[src/rtl/msbpos_pkg.sv]
package msbpos_pkg;

  localparam int unsigned DEF_SEG_W  = 8;
  localparam int unsigned DEF_LEVELS = 4;
  localparam logic [1:0]  OPC_LEAD   = 2'b10;

  // number of consecutive set bits counted upward from bit 0
  function automatic int unsigned thermo_level(input logic [7:0] code,
                                               input int unsigned nbits);
    int unsigned n;
    n = 0;
    for (int unsigned i = 0; i < nbits; i++) begin
      if (code[i] && (n == i)) n = i + 1;
    end
    return n;
  endfunction

  // count after joining two halves of HALF bits each
  function automatic int unsigned join_count(input logic hi_found,
                                             input int unsigned hi_cnt,
                                             input int unsigned lo_cnt,
                                             input int unsigned half);
    return hi_found ? (hi_cnt + half) : lo_cnt;
  endfunction

endpackage

[src/rtl/msbpos_seg.sv]
module msbpos_seg #(
  parameter int unsigned W  = 8,
  parameter int unsigned CW = 7
) (
  input  logic [W-1:0]  bits_i,
  output logic          found_o,
  output logic [CW-1:0] cnt_o
);

  always_comb begin
    found_o = 1'b0;
    cnt_o   = '0;
    for (int unsigned i = 0; i < W; i++) begin
      if (bits_i[i]) begin
        found_o = 1'b1;
        cnt_o   = CW'(i + 1);
      end
    end
  end

  // the reported bit matches, and no matching bit lies above it
  always_comb begin
    if (found_o) begin
      assert_hit_matches_R1 : assert (bits_i[cnt_o - 1'b1] == 1'b1);
      assert_none_above_R7  : assert ((bits_i >> cnt_o) == '0);
    end
  end

endmodule

[src/rtl/msbpos_merge.sv]
module msbpos_merge
  import msbpos_pkg::*;
#(
  parameter int unsigned HALF = 8,
  parameter int unsigned CW   = 7
) (
  input  logic          hi_found_i,
  input  logic [CW-1:0] hi_cnt_i,
  input  logic          lo_found_i,
  input  logic [CW-1:0] lo_cnt_i,
  output logic          found_o,
  output logic [CW-1:0] cnt_o
);

  assign found_o = hi_found_i | lo_found_i;
  assign cnt_o   = CW'(join_count(hi_found_i, int'(hi_cnt_i), int'(lo_cnt_i), HALF));

  always_comb begin
    assert_cnt_bound_R3  : assert (int'(cnt_o) <= 2 * HALF);
    assert_found_nz_R3   : assert (found_o == (cnt_o != '0));
  end

endmodule

[src/rtl/msbpos_pack.sv]
module msbpos_pack #(
  parameter int unsigned SEG_W  = 8,
  parameter int unsigned LEVELS = 4,
  parameter int unsigned DATA_W = 64,
  parameter int unsigned SEGS   = 8,
  parameter int unsigned CW     = 7,
  parameter int unsigned LVL_W  = 2
) (
  input  logic [LEVELS-1:0][SEGS-1:0][CW-1:0] cnt_i,
  input  logic [LVL_W-1:0]                    lvl_i,
  input  logic                                en_i,
  output logic [DATA_W-1:0]                   y_o
);

  logic [LEVELS-1:0][DATA_W-1:0] lvl_y;

  for (genvar lv = 0; lv < LEVELS; lv++) begin : g_lvl
    localparam int unsigned LW  = SEG_W << lv;
    localparam int unsigned LCW = $clog2(LW) + 1;
    for (genvar s = 0; s < (SEGS >> lv); s++) begin : g_lane
      assign lvl_y[lv][s*LW +: LW] = LW'(cnt_i[lv][s][LCW-1:0]);
    end
  end

  assign y_o = en_i ? lvl_y[lvl_i] : '0;

endmodule

[src/rtl/msbpos_unit.sv]
module msbpos_unit
  import msbpos_pkg::*;
#(
  parameter int unsigned SEG_W  = DEF_SEG_W,
  parameter int unsigned LEVELS = DEF_LEVELS,
  parameter int unsigned DATA_W = SEG_W << (LEVELS - 1)
) (
  input  logic [DATA_W-1:0] a_i,
  input  logic [LEVELS-2:0] simd_i,
  input  logic [2:0]        mode_i,
  output logic [DATA_W-1:0] y_o
);

  localparam int unsigned SEGS  = DATA_W / SEG_W;
  localparam int unsigned CNT_W = $clog2(DATA_W) + 1;
  localparam int unsigned LVL_W = (LEVELS > 1) ? $clog2(LEVELS) : 1;

  logic                               polarity;
  logic                               lead_op;
  logic [DATA_W-1:0]                  match_vec;
  logic [LVL_W-1:0]                   lane_lvl;
  logic [LEVELS-1:0][SEGS-1:0]        fnd;
  logic [LEVELS-1:0][SEGS-1:0][CNT_W-1:0] cnt;

  assign polarity  = mode_i[0];
  assign lead_op   = (mode_i[2:1] == OPC_LEAD);
  assign match_vec = polarity ? a_i : ~a_i;
  assign lane_lvl  = LVL_W'(thermo_level(8'(simd_i), LEVELS - 1));

  for (genvar s = 0; s < SEGS; s++) begin : g_seg
    msbpos_seg #(.W(SEG_W), .CW(CNT_W)) u_seg (
      .bits_i (match_vec[s*SEG_W +: SEG_W]),
      .found_o(fnd[0][s]),
      .cnt_o  (cnt[0][s])
    );
  end

  for (genvar lv = 1; lv < LEVELS; lv++) begin : g_tree
    for (genvar s = 0; s < SEGS; s++) begin : g_node
      if (s < (SEGS >> lv)) begin : g_used
        msbpos_merge #(.HALF(SEG_W << (lv - 1)), .CW(CNT_W)) u_merge (
          .hi_found_i(fnd[lv-1][2*s+1]),
          .hi_cnt_i  (cnt[lv-1][2*s+1]),
          .lo_found_i(fnd[lv-1][2*s]),
          .lo_cnt_i  (cnt[lv-1][2*s]),
          .found_o   (fnd[lv][s]),
          .cnt_o     (cnt[lv][s])
        );
      end else begin : g_idle
        assign fnd[lv][s] = 1'b0;
        assign cnt[lv][s] = '0;
      end
    end
  end

  msbpos_pack #(
    .SEG_W(SEG_W), .LEVELS(LEVELS), .DATA_W(DATA_W),
    .SEGS(SEGS), .CW(CNT_W), .LVL_W(LVL_W)
  ) u_pack (
    .cnt_i(cnt),
    .lvl_i(lane_lvl),
    .en_i (lead_op),
    .y_o  (y_o)
  );

  // byte-lane results stay within range
  always_comb begin
    if (lead_op && (lane_lvl == '0)) begin
      for (int unsigned s = 0; s < SEGS; s++) begin
        assert_byte_range_R6 : assert (y_o[s*SEG_W +: SEG_W] <= SEG_W);
      end
    end
  end

endmodule

[config.mk]
export PLATFORM = sky130hd
export DESIGN_NAME = msbpos_unit
export DESIGN_NICKNAME = d
export VERILOG_FILES = /design/src/rtl/msbpos_pkg.sv /design/src/rtl/msbpos_seg.sv /design/src/rtl/msbpos_merge.sv /design/src/rtl/msbpos_pack.sv /design/src/rtl/msbpos_unit.sv
export SDC_FILE = /design/constraint.sdc
export NUM_CORES = 1
export LEC_CHECK = 0
export ABC_CLOCK_PERIOD_IN_PS = 2600
export BUFFER_PORTS_ARGS = -buffer_cell sky130_fd_sc_hd__buf_4
export CELL_PAD_IN_SITES_DETAIL_PLACEMENT = 1
export CELL_PAD_IN_SITES_GLOBAL_PLACEMENT = 1
export CORE_MARGIN = 5
export CORE_UTILIZATION = 25
export DETAILED_ROUTE_END_ITERATION = 8
export GPL_TIMING_DRIVEN = 0
export PLACE_DENSITY_LB_ADDON = 0.1
export SLEW_MARGIN = 10
export SYNTH_ARGS = -nofsm -noshare
export SYNTH_HDL_FRONTEND = slang
export SYNTH_SLANG_ARGS = --single-unit
[constraint.sdc]
create_clock -name vclk -period 2.6
set_input_delay 0.26 -clock vclk [all_inputs]
set_output_delay 0.26 -clock vclk [all_outputs]
set_load 0.05 [all_outputs]
==> results by group <==
Routing
  – Drt pass-1 iters: 4
  – DR vias: 3637
  – Drt total wl: 11.8 mm
  – Wirelength per Cell: 16.9 microns
  – DRT iter0 DRCs: 121
  – Antenna-violating nets left: 0
  – Vias per cell: 5.20
  – DRC viols: 0

Floorplanning
  – Initial Util: 25.5%
  – Total core area: 9730 sq um
  – Top-Level Pins: 134
  – Chip Height: 110 microns
  – Rows: 36
  – Die area: 12000 sq um
  – Die W: 110 microns

Synthesis
  – Synthesized area: 2480 sq um
  – Post-synth top area cell: nor2_1
  – Yosys top cell area share: 8.49%
  – Top-count cell post-synth: nor2_1
  – Top cells by count, synth: nor2_1 (56), nand2_1 (46), o21ai_0 (31)
  – Synth area leaders: nor2_1 (8.5%), buf_4 (7.6%), nand2_1 (7.0%)
  – Post-synthesis sequential area ratio: 0%
  – Post-synthesis average cell area: 5.98 sq um
  – Synth cell types: 66
  – Post-Syn Instances: 414
  – YS warnings: 0

Power
  – Static Leak: 1.76 nW
  – Peak supply drop: 0.0000687 V
  – PD cells: 189 nW/um^2

STA
  – Achievable frequency: 365 MHz
  – Max-Slew Margin vs Limit: 58.6%
  – Final Critical Period: 2.74 ns
  – Setup WS post-layout: -0.138 ns
  – Fin. max-slew vios: 0
  – Hold WS: 0.979 ns
  – Fin crit share: 105%
  – # setup viols final: 8
  – Final Hold Fails: 0
  – Actual slew at the worst max-slew pin: 0.613 ns
  – RSZ-0062 raised after global routing: yes

Layout
  – # nets final: 639
  – Inserted Diodes: 0
  – Share of post-route cells with drive strength above 1: 38.4%
  – Non-filler cells in the finished layout: 700
  – Clkbuf count: 0
  – Filler cell count: 1286
  – Design Area, Final: 4100 sq um
  – Seq_cells: 0
  – Area growth, synth to finish: 65.7%
  – FF/Latch Area: 0 sq um

GRT
  – Largest net degree at the start of global routing: 11
  – Antenna violations before repair: 0
  – First-pass GRT wire length: 18.1 mm
  – Global Route Usage Sum: 18.3%
  – Vias in the first global route: 3681
  – Grt ovf: 0

Placed design
  – Final Wtd Congestion: 0.868
  – Dpl cell area: 3660 sq um
  – PortBufs: 109
  – Placed Cells: 680
  – Post-DP HPWL: 9.60 mm

Worst hold path
  – Worst Hold Class: in -> out

Worst setup path
  – CP Class: in -> out
  – CP required: 2.34 ns
  – Worst Path Max Fanout: 4
  – Crit path capture type: output port
  – CP arrival: 2.48 ns
  – Crit start category: input port

Outcome
  – Failing checks: negative setup slack
  – Status: finished, violations left

Flow run
  – Max Cap Viol: 0
cell families after synthesis:
| family | Yosys count | synth area share [%] |
|---|---|---|
| and+or+nand+nor | 199 | 41.3 |
| AOI/OAI and AO/OA | 151 | 43.7 |
| buffers and inverters | 57 | 12.6 |
| xor gates and xnor gates | 4 | 1.41 |
| muxes | 2 | 0.859 |
| other | 1 | 0.151 |
final cells by class:
| type | instances | area [sq um] | area share [%] |
|---|---|---|---|
| Multi-Input combinational cell | 381 | 2520 | 61.4 |
| Timing Repair Buffer | 129 | 1050 | 25.7 |
| Buffer | 36 | 282 | 6.86 |
| Tap cell | 133 | 166 | 4.06 |
| Inverter | 21 | 82.6 | 2.01 |
power by group:
part,internal (mW),switching (mW)
combinational,0.301,0.474
clock,0,0
sequential,0,0
worst max-delay path, stage by stage:
cell and delay [ns]:
buf_8 0.10, or4_4 0.53, o22ai_4 0.17, o2111ai_4 0.18, o41ai_4 0.50, buf_4 0.21, nand2b_1 0.06, a32oi_1 0.22
nor3_2 0.07, buf_6 0.18
final timing paths:
path	from	to	slack (ns)	depth (start not counted)
setup / recovery	a_i[59]	y_o[5]	-0.14	10
hold / removal	simd_i[2]	y_o[32]	0.98	4
metal layers:
metal	wire, microns	track usage, %
met2	6110	35.2
met1	4960	22.9
met3	681	1.53
met4	46	1.34
met5	0	0
through the flow:
stage | power, mW | setup TNS, ns | util (%) | setup WS (ns)
CTS | 0.748 | -0.708 | 40.7 | -0.165
floorplan | 0.455 | -0.859 | - | -0.232
global route | 0.832 | -1.61 | 42.2 | -0.236
detailed placement | 0.702 | -9.65 | 37.7 | -0.746
finish | 0.775 | -0.731 | 42.2 | -0.138
global placement | 0.691 | -9.05 | 37.7 | -0.728
cells in the final DEF (no fill, tap or decap), types with 3 or more instances in the layout:
cell / count
o211ai_1: 7
nand2_1: 44
o21ai_0: 25
nand2_2: 3
clkbuf_1: 6
nor2_1: 55
o22ai_2: 3
nor4_1: 4
nor3_2: 4
nand3b_1: 4
a2bb2oi_1: 5
nor3_1: 10
buf_6: 14
and2_1: 4
a21oi_1: 27
or4_4: 3
nor2b_1: 18
o31ai_1: 6
o221a_2: 3
a211oi_1: 5
a31oi_1: 10
o221ai_1: 3
o22ai_1: 6
a211oi_2: 3
conb_1: 25
a22oi_1: 7
nor3b_2: 5
nand2b_1: 18
o21ai_1: 4
buf_12: 3
xnor2_1: 4
buf_4: 138
inv_1: 20
timing repair:
action,CTS,global route
setup endpoints to repair,27,13
gates cloned,0,1
pin swaps,23,12
hold buffers,0,0
resized for setup,50,20
buffers inserted,13,6
(Power assumes the default switching activity.)
